--- src/rtl/sio_stat_pkg.sv ---
package sio_stat_pkg;
    localparam int NFLAG  = 10;
    localparam int F_PE   = 0;
    localparam int F_FE   = 1;
    localparam int F_NE   = 2;
    localparam int F_ORE  = 3;
    localparam int F_IDLE = 4;
    localparam int F_RXNE = 5;
    localparam int F_TC   = 6;
    localparam int F_TXE  = 7;
    localparam int F_LBD  = 8;
    localparam int F_CTS  = 9;

    // sticky, write-zero-to-clear flags
    localparam logic [NFLAG-1:0] STICKY_MASK =
        (10'd1 << F_CTS) | (10'd1 << F_LBD) | (10'd1 << F_TC) | (10'd1 << F_RXNE);
    localparam logic [NFLAG-1:0] RESET_FLAGS =
        (10'd1 << F_TXE) | (10'd1 << F_TC);
    localparam logic [NFLAG-1:0] IRQ_SRC_MASK =
        (10'd1 << F_CTS) | (10'd1 << F_LBD) | (10'd1 << F_TXE) | (10'd1 << F_TC) |
        (10'd1 << F_RXNE) | (10'd1 << F_IDLE) | (10'd1 << F_PE);

    typedef enum logic [1:0] {
        CE_OFF   = 2'd0,
        CE_PRIME = 2'd1,
        CE_WATCH = 2'd2
    } cts_state_t;
endpackage

--- src/rtl/sio_sync_chain.sv ---
module sio_sync_chain #(
    parameter int   STAGES    = 2,
    parameter logic RST_LEVEL = 1'b1
) (
    input  logic clk,
    input  logic rst_n,
    input  logic d_async,
    output logic q_sync
);
    logic [STAGES-1:0] chain_q;

    generate
        if (STAGES == 1) begin : g_single
            always_ff @(posedge clk or negedge rst_n) begin
                if (!rst_n) chain_q <= RST_LEVEL;
                else        chain_q <= d_async;
            end
        end else begin : g_multi
            always_ff @(posedge clk or negedge rst_n) begin
                if (!rst_n) chain_q <= {STAGES{RST_LEVEL}};
                else        chain_q <= {chain_q[STAGES-2:0], d_async};
            end
        end
    endgenerate

    assign q_sync = chain_q[STAGES-1];
endmodule

--- src/rtl/sio_cts_watch.sv ---
module sio_cts_watch
    import sio_stat_pkg::*;
(
    input  logic clk,
    input  logic rst_n,
    input  logic watch_en,
    input  logic lvl_sync,
    output logic toggle
);
    cts_state_t state_q, state_d;
    logic       ref_q;

    always_ff @(posedge clk or negedge rst_n) begin
        if (!rst_n) state_q <= CE_OFF;
        else        state_q <= state_d;
    end

    always_comb begin
        state_d = state_q;
        toggle  = 1'b0;
        unique case (state_q)
            CE_OFF:   if (watch_en) state_d = CE_PRIME;
            CE_PRIME: state_d = watch_en ? CE_WATCH : CE_OFF;
            CE_WATCH: begin
                if (!watch_en) state_d = CE_OFF;
                else           toggle  = (lvl_sync != ref_q);
            end
            default:  state_d = CE_OFF;
        endcase
    end

    always_ff @(posedge clk or negedge rst_n) begin
        if (!rst_n)                                ref_q <= 1'b1;
        else if (state_q == CE_PRIME || toggle)    ref_q <= lvl_sync;
    end

    assert_off_when_disabled_R9: assert property (@(posedge clk) disable iff (!rst_n)
        !watch_en |=> (state_q == CE_OFF));
    assert_prime_silent_R9: assert property (@(posedge clk) disable iff (!rst_n)
        (state_q != CE_WATCH) |-> !toggle);
endmodule

--- src/rtl/sio_flag_bank.sv ---
module sio_flag_bank #(
    parameter int                NF       = 10,
    parameter logic [NF-1:0]     STICKY   = '0,
    parameter logic [NF-1:0]     RST_VAL  = '0
) (
    input  logic          clk,
    input  logic          rst_n,
    input  logic [NF-1:0] lvl_in,
    input  logic [NF-1:0] set_pls,
    input  logic          wr_en,
    input  logic [NF-1:0] wdata,
    output logic [NF-1:0] flag_q
);
    logic unused_bank;
    assign unused_bank = ^(lvl_in & STICKY) ^ ^(set_pls & ~STICKY) ^ ^(wdata & ~STICKY);

    for (genvar i = 0; i < NF; i++) begin : g_flag
        if (STICKY[i]) begin : g_sticky
            always_ff @(posedge clk or negedge rst_n) begin
                if (!rst_n)                  flag_q[i] <= RST_VAL[i];
                else if (set_pls[i])         flag_q[i] <= 1'b1;
                else if (wr_en && !wdata[i]) flag_q[i] <= 1'b0;
            end

            assert_set_wins_R6: assert property (@(posedge clk) disable iff (!rst_n)
                set_pls[i] |=> flag_q[i]);
            assert_zero_clears_R5: assert property (@(posedge clk) disable iff (!rst_n)
                (wr_en && !wdata[i] && !set_pls[i]) |=> !flag_q[i]);
            assert_one_holds_R5: assert property (@(posedge clk) disable iff (!rst_n)
                (flag_q[i] && !(wr_en && !wdata[i])) |=> flag_q[i]);
        end else begin : g_level
            always_ff @(posedge clk or negedge rst_n) begin
                if (!rst_n) flag_q[i] <= RST_VAL[i];
                else        flag_q[i] <= lvl_in[i];
            end

            assert_level_track_R3: assert property (@(posedge clk) disable iff (!rst_n)
                rst_n |=> (flag_q[i] == $past(lvl_in[i])));
        end
    end
endmodule

--- src/rtl/sio_irq_merge.sv ---
module sio_irq_merge #(
    parameter int            NF   = 10,
    parameter logic [NF-1:0] SRC  = '1
) (
    input  logic [NF-1:0] flags,
    input  logic [NF-1:0] ien,
    output logic          irq
);
    logic unused_ien;
    assign unused_ien = ^(ien & ~SRC);
    assign irq = |(flags & ien & SRC);
endmodule

--- src/rtl/sio_status_reg.sv ---
module sio_status_reg
    import sio_stat_pkg::*;
#(
    parameter int DATA_W      = 32,
    parameter int SYNC_STAGES = 2
) (
    input  logic              clk,
    input  logic              rst_n,
    input  logic              reg_wr,
    input  logic [DATA_W-1:0] reg_wdata,
    output logic [DATA_W-1:0] reg_rdata,
    input  logic              st_perr,
    input  logic              st_ferr,
    input  logic              st_nerr,
    input  logic              st_ovrun,
    input  logic              st_idle,
    input  logic              st_txempty,
    input  logic              ev_rxdone,
    input  logic              ev_txdone,
    input  logic              ev_break,
    input  logic              cts_n,
    input  logic              cts_en,
    input  logic [NFLAG-1:0]  int_en,
    output logic              irq
);
    localparam int PAD_W = DATA_W - NFLAG;

    logic             cts_sync, cts_toggle;
    logic [NFLAG-1:0] lvl_vec, set_vec, flags;
    logic             unused_wdata_hi;

    assign unused_wdata_hi = ^reg_wdata[DATA_W-1:NFLAG];

    sio_sync_chain #(.STAGES(SYNC_STAGES), .RST_LEVEL(1'b1)) u_sync (
        .clk(clk), .rst_n(rst_n), .d_async(cts_n), .q_sync(cts_sync)
    );

    sio_cts_watch u_watch (
        .clk(clk), .rst_n(rst_n), .watch_en(cts_en), .lvl_sync(cts_sync), .toggle(cts_toggle)
    );

    always_comb begin
        lvl_vec         = '0;
        lvl_vec[F_PE]   = st_perr;
        lvl_vec[F_FE]   = st_ferr;
        lvl_vec[F_NE]   = st_nerr;
        lvl_vec[F_ORE]  = st_ovrun;
        lvl_vec[F_IDLE] = st_idle;
        lvl_vec[F_TXE]  = st_txempty;
        set_vec         = '0;
        set_vec[F_RXNE] = ev_rxdone;
        set_vec[F_TC]   = ev_txdone;
        set_vec[F_LBD]  = ev_break;
        set_vec[F_CTS]  = cts_toggle;
    end

    sio_flag_bank #(.NF(NFLAG), .STICKY(STICKY_MASK), .RST_VAL(RESET_FLAGS)) u_bank (
        .clk(clk), .rst_n(rst_n), .lvl_in(lvl_vec), .set_pls(set_vec),
        .wr_en(reg_wr), .wdata(reg_wdata[NFLAG-1:0]), .flag_q(flags)
    );

    sio_irq_merge #(.NF(NFLAG), .SRC(IRQ_SRC_MASK)) u_irq (
        .flags(flags), .ien(int_en), .irq(irq)
    );

    assign reg_rdata = {{PAD_W{1'b0}}, flags};

    assert_irq_has_source_R10: assert property (@(posedge clk) disable iff (!rst_n)
        irq |-> ((reg_rdata[NFLAG-1:0] & int_en) != '0));
    assert_break_lands_R7: assert property (@(posedge clk) disable iff (!rst_n)
        ev_break |=> reg_rdata[F_LBD]);
endmodule

--- config.mk ---
export PLATFORM = sky130hd
export DESIGN_NAME = sio_status_reg
export DESIGN_NICKNAME = d
export VERILOG_FILES = /design/src/rtl/sio_stat_pkg.sv /design/src/rtl/sio_sync_chain.sv /design/src/rtl/sio_cts_watch.sv /design/src/rtl/sio_flag_bank.sv /design/src/rtl/sio_irq_merge.sv /design/src/rtl/sio_status_reg.sv
export SDC_FILE = /design/constraint.sdc
export NUM_CORES = 1
export LEC_CHECK = 0
export CAP_MARGIN = 20
export CORE_MARGIN = 2
export CORE_UTILIZATION = 25
export CTS_CLUSTER_DIAMETER = 150
export DETAILED_ROUTE_END_ITERATION = 16
export MAX_ROUTING_LAYER = met4
export PLACE_DENSITY = 0.79
export SLEW_MARGIN = 20
export SYNTH_ARGS = -nofsm -noshare
export SYNTH_HDL_FRONTEND = slang
export SYNTH_HIERARCHICAL = 1
export SYNTH_SLANG_ARGS = --single-unit
--- constraint.sdc ---
create_clock -name clk -period 1.08 [get_ports clk]
set_input_delay 0.216 -clock clk [delete_from_list [all_inputs] [get_ports clk]]
set_output_delay 0.216 -clock clk [all_outputs]
set_load 0.02 [all_outputs]
==> results.json, run 1 <==
{
  "synth-edff-count": 0,
  "place_ws_ns": -0.7379,
  "die-area_um2": 3264,
  "max_freq_mhz": 652.7,
  "clkSlewWorstSetupHoldPaths_ns": 0.09,
  "clockBufferDepth": 2,
  "overflow": 0,
  "grt_pass1_wl_um": 2235,
  "ys_async_sr_fraction": 1.000,
  "final_common_cell": "clkdlybuf4s50_1",
  "synth-adder-area-share": 0,
  "irDropWorstVdd_uv": 848.5,
  "slowest_delay_ns": 0.42,
  "syn-cell-area_um2": 705.7,
  "worstSetupPathType": "reg -> out",
  "drv_slew": 0,
  "finalSetupViolations": 7,
  "p_leak_nw": 0.5317,
  "synth_top_family_by_area": "buffers and inverters",
  "post-route-period-util": 1.419,
  "setup_ws_ns": -0.4521,
  "path_cells": "a222oi_1, nand3_1, buf_2",
  "viasPerCell": 3.912,
  "hold_viol_final": 0,
  "nets": 162,
  "crit_arrival_ns": 1.32,
  "cts-htree-levels": 1,
  "avgSynthCellArea_um2": 12.17,
  "vias": 532,
  "netlist_instances": 58,
  "maxCapViolations": 0,
  "core_area_um2": 2710,
  "start_util": 0.2604,
  "ant_nets": 0,
  "fin_crit_ns": 1.532,
  "drive_above_1_share": 0.3048,
  "portBuffers": 35,
  "root_buffer": "clkbuf_4",
  "pin_count": 89,
  "synth-xor-area-share": 0.02482,
  "area_growth_pct": 58.51,
  "synth_compound_area_frac": 0.07801,
  "cp_top_family": "flip-flops",
  "cp-end-kind": "primary output",
  "grt_start_max_net_pins": 16,
  "die_h_um": 57.13,
  "synth_seq_cells": 15,
  "required_ns": 0.86,
  "n_antenna_cell": 0,
  "place_congestion": 0.7334,
  "post_drt_wl_per_cell_um": 9.779,
  "hold_slack_ns": 0.2198,
  "rsz0062_at_grt": "true",
  "hold_class": "in -> async",
  "first_global_vias": 550,
  "final_cell_mix": "clkdlybuf4s50_1, conb_1, buf_6",
  "violations": "setup timing",
  "start_kind": "register",
  "finish.utilization": 0.4127,
  "cts_made_buffers": 3,
  "status": "finished with violations",
  "cpMaxStageDelayCell": "dfrtp_2",
  "cp_max_fo": 2,
  "synth.distinct_cells": 16,
  "fp-row-count": 19,
  "die_w_um": 57.13,
  "synth.yosys.seq_area_share": 0.5408,
  "fin_setup_tns_ns": -1.331,
  "muxShareOfSynthArea": 0.03014,
  "p_per_area_nw_per_um2": 1287,
  "ys_warn_count": 6,
  "synth-simple-area-share": 0.08688,
  "dr.pass1.iters": 5,
  "remaining_drc_errors": 0,
  "track_usage": 0.09326,
  "synth_flop_cell": "dfrtp_1",
  "cts_tree": "done",
  "fin_worst_skew_ns": 0.009159,
  "drt_iter0_drc": 11,
  "clkLatencyLatePin_ns": 0.29,
  "crit_buf_inv": 1,
  "antenna_found_initial": 0,
  "cts.sinks": 15,
  "hold_buffers": 0,
  "wl_um": 1330
}
==> registers in the layout, summed over array words and instances, names as in the netlist <==
signal,cells
u_bank/flag_q,10
u_sync/chain_q,2
u_watch/state_q,2
u_watch/ref_q,1
==> final cells by class <==
cell class / count / area, um^2
Clock buffer: 4 / 26.28
Fill cell: 259 / 1592
Multi-Input combinational cell: 42 / 237.7
Sequential cell: 15 / 382.9
Tap cell: 31 / 38.79
Timing Repair Buffer: 44 / 432.9
==> metal layers <==
layer | part of all wire | vias to the layer above | GRT usage | wire (um)
met2 | 0.51 | 47 | 0.1626 | 680
met5 | 0 | - | - | 0
li1 | - | 239 | - | -
met1 | 0.35 | 243 | 0.09469 | 459
met4 | 0.022 | 0 | 0.04983 | 29
met3 | 0.12 | 3 | 0.02494 | 161
==> logic make-up after synthesis <==
kind of cell | Yosys count
flops | 15
mux | 2
simple gates | 9
buf+inv | 22
other cells | 1
compound gates | 7
xor+xnor | 2
==> metrics by stage <==
stage          std cells  total power [W]  instance area, um^2
2_1_floorplan         79        0.0009468                785.8
3_3_place_gp         128         0.001091                 1047
3_5_place_dp         128         0.001100                 1047
4_1_cts              136         0.001447                 1112
5_1_grt              136         0.001526                 1119
6_report             136         0.001440                 1119
==> power by group <==
| part | switching (W) | leakage [nW] | total, W | internal, W |
|---|---|---|---|---|
| clock network | 0.000178 | 0.0150 | 0.000322 | 0.000144 |
| registers | 0.0000480 | 0.169 | 0.000691 | 0.000643 |
| logic | 0.000193 | 0.347 | 0.000427 | 0.000235 |
==> final timing paths <==
check | to | start | slack, ns | cells after the start
worst max-delay path | irq | u_bank/flag_q[0] | -0.45 | 3
worst min-delay path | u_bank/flag_q[4] | rst_n | 0.22 | 2
worst max register to register | u_watch/ref_q | u_watch/state_q[0] | 0.04 | 3
worst min register to register | u_sync/chain_q[1] | u_sync/chain_q[0] | 0.36 | 0
max in group asynchronous | u_sync/chain_q[1] | rst_n | 0.61 | 2
min in group clk | u_bank/flag_q[7] | st_txempty | 0.32 | 1
==> repair_timing <==
item,CTS,global route
pin swaps,0,0
setup endpoints to repair,11,9
gates resized for setup,63,5
setup buffers,4,3
==> worst register-to-register path, stage by stage (launching register included) <==
cell and delay (ns):
dfrtp_1 0.42, nor2b_2 0.16, mux2i_1 0.09, mux2_1 0.31
==> Yosys cell counts, drive strengths merged (2+ instances only) <==
| master | number | area [um^2] |
|---|---|---|
| buf | 22 | 165.2 |
| nand2b | 4 | 25.02 |
| dfrtp | 10 | 250.2 |
| dfstp | 5 | 131.4 |
| xor2 | 2 | 17.52 |
| a22oi | 2 | 15.01 |
| a21o | 4 | 30.03 |
No activity file was read; power rests on OpenSTA's default activity.
==> run 2: changes to the inputs <==
--- a/config.mk
+++ b/config.mk
@@ -8,8 +8,10 @@
 export CAP_MARGIN = 20
 export CORE_MARGIN = 2
 export CORE_UTILIZATION = 25
+export CTS_BUF_LIST = sky130_fd_sc_hd__clkbuf_8
 export CTS_CLUSTER_DIAMETER = 150
 export DETAILED_ROUTE_END_ITERATION = 16
+export HOLD_SLACK_MARGIN = 0.1
 export MAX_ROUTING_LAYER = met4
 export PLACE_DENSITY = 0.79
 export SLEW_MARGIN = 20
==> run 2 against run 1 <==
- the run still ends with setup timing left
- final area decreased by 1.8%
- register-to-register slack about the same
- worst hold slack improved by 0.043 ns
- global-route usage increased by 0.54 points
- power increased by 8.9%
- die area unchanged
- critical path type unchanged
- largest power group unchanged
==> results.json, run 2 (synthesis gave the netlist of run 1 again) <==
{
  "status": "finished with violations",
  "violations": "setup timing",
  "start_kind": "register",
  "fin_worst_skew_ns": 0.004388,
  "setup_ws_ns": -0.3914,
  "ant_nets": 0,
  "hold_slack_ns": 0.2630,
  "critPathLaunch": "u_bank/flag_q[0]",
  "first_global_vias": 538,
  "reg2reg_slack_ns": 0.04,
  "largest_reg_flops": 10,
  "overflow": 0,
  "p_int_w": 0.001125,
  "combPwrFrac": 0.270,
  "clkSlewWorstSetupHoldPaths_ns": 0.06,
  "n_antenna_cell": 0,
  "antenna_found_initial": 0,
  "cts_made_buffers": 3,
  "dr.pass1.iters": 4,
  "root_buffer": "clkbuf_8",
  "max_freq_mhz": 679.6,
  "required_ns": 0.86,
  "fp-row-count": 19,
  "swShare": 0.2829,
  "clkLatencyLatePin_ns": 0.25,
  "vias": 513,
  "remaining_drc_errors": 0,
  "worstSetupPathType": "reg -> out",
  "die-area_um2": 3264,
  "cts_tree": "done",
  "post_drt_wl_per_cell_um": 10.14,
  "top_register": "u_bank/flag_q",
  "drv_slew": 0,
  "slowest_delay_ns": 0.40,
  "die_h_um": 57.13,
  "viasPerCell": 3.857,
  "rsz0062_at_grt": "true",
  "crit_buf_inv": 1,
  "hold_viol_final": 0,
  "track_usage": 0.09863,
  "maxCapViolations": 0,
  "portBuffers": 35,
  "final_common_cell": "clkdlybuf4s50_1",
  "cp_max_fo": 2,
  "grt_start_max_net_pins": 16,
  "finalSetupViolations": 7,
  "fin_crit_ns": 1.471,
  "top_regs": "u_bank/flag_q x10, u_sync/chain_q x2, u_watch/state_q x2",
  "irDropWorstVdd_uv": 817.3,
  "drt_iter0_drc": 11,
  "pin_count": 89,
  "place_congestion": 0.7334,
  "hold_buffers": 0,
  "hold_class": "in -> async",
  "cp_top_family": "flip-flops",
  "start_util": 0.2604,
  "p_sw_w": 0.0004437,
  "place_ws_ns": -0.7379,
  "cts-htree-levels": 1,
  "post-route-period-util": 1.362,
  "nets": 159,
  "clkPwrFrac": 0.290,
  "p_leak_nw": 0.5286,
  "wl_um": 1349,
  "cpMaxStageDelayCell": "dfrtp_2",
  "grt_pass1_wl_um": 2283,
  "cts.sinks": 15,
  "cp-end-kind": "primary output",
  "drive_above_1_share": 0.2745,
  "area_growth_pct": 55.67,
  "clockBufferDepth": 2,
  "p_per_area_nw_per_um2": 1428,
  "final_cell_mix": "clkdlybuf4s50_1, conb_1, buf_6, dfrtp_1",
  "crit_arrival_ns": 1.26,
  "p_seq_frac": 0.440,
  "r2r-start": "u_watch/state_q[0]",
  "path_cells": "a222oi_1, nand3_1, buf_2",
  "die_w_um": 57.13,
  "core_area_um2": 2710
}
-- run 2: power groups by stage --
stage	Sequential [W]	Clock, W	Combinational, W
floorplan	0.000731	0	0.000216
global placement	0.000695	0	0.000396
detailed placement	0.000699	0	0.000401
CTS	0.000695	0.000469	0.000412
global route	0.000698	0.000491	0.000458
finish	0.000691	0.000455	0.000423
-- run 2: what timing repair did --
| action | in CTS | in global routing |
|---|---|---|
| resized for setup | 57 | 1 |
| setup buffers | 0 | 2 |
| setup endpoints to repair | 12 | 8 |
| gates cloned | 0 | 0 |
-- run 2: path summary, 6_finish.rpt --
path	end	depth (start not counted)
worst max-delay path	irq	3
worst min-delay path	u_bank/flag_q[4]	2
worst max register to register	u_watch/ref_q	3
worst min register to register	u_sync/chain_q[1]	0
max in group asynchronous	u_sync/chain_q[1]	2
min in group clk	u_watch/state_q[1]	2
-- run 2: layout make-up --
| cell class | instances | area, um^2 |
|---|---|---|
| clock buffers | 3 | 41.29 |
| repair buffers | 41 | 389.1 |
| flip-flops and latches | 15 | 382.9 |
| clock inverters | 1 | 3.754 |
| fillers | 259 | 1612 |
| well taps | 31 | 38.79 |
| multi-input cells | 42 | 242.7 |
-- run 2: worst reg2reg max path, delay by kind of cell (launching register included) --
kind	cells	cell delay, ns
DFF	1	0.43
muxes	2	0.39
and+or+nand+nor	1	0.14
-- run 2: metal layers --
layer / part of all wire / global-route usage
met1: 0.35 / 0.09326
met5: 0 / -
met2: 0.50 / 0.1675
met4: 0.033 / 0.07973
met3: 0.12 / 0.02494
-- run 2: stage by stage --
| step | utilization | TNS, ns | power (W) | std cells | instance area (um^2) |
|---|---|---|---|---|---|
| final | 0.4054 | -0.7556 | 0.001569 | 133 | 1099 |
| after global routing | 0.4054 | -0.9684 | 0.001647 | 133 | 1099 |
| after CTS | 0.4026 | -0.8083 | 0.001576 | 132 | 1091 |
| after global placement | 0.3864 | -2.719 | 0.001091 | 128 | 1047 |
| after floorplan | - | -0.1079 | 0.0009468 | 79 | 785.8 |
| after detailed placement | 0.3864 | -2.860 | 0.001100 | 128 | 1047 |
==> run 3: changes to the inputs <==
--- a/config.mk
+++ b/config.mk
@@ -5,7 +5,8 @@
 export SDC_FILE = /design/constraint.sdc
 export NUM_CORES = 1
 export LEC_CHECK = 0
-export CAP_MARGIN = 20
+export ABC_AREA = 0
+export CAP_MARGIN = 25
 export CORE_MARGIN = 2
 export CORE_UTILIZATION = 25
 export CTS_BUF_LIST = sky130_fd_sc_hd__clkbuf_8
==> results of run 3 <==
Final layout, timing and power as in run 2 (identical DEF).
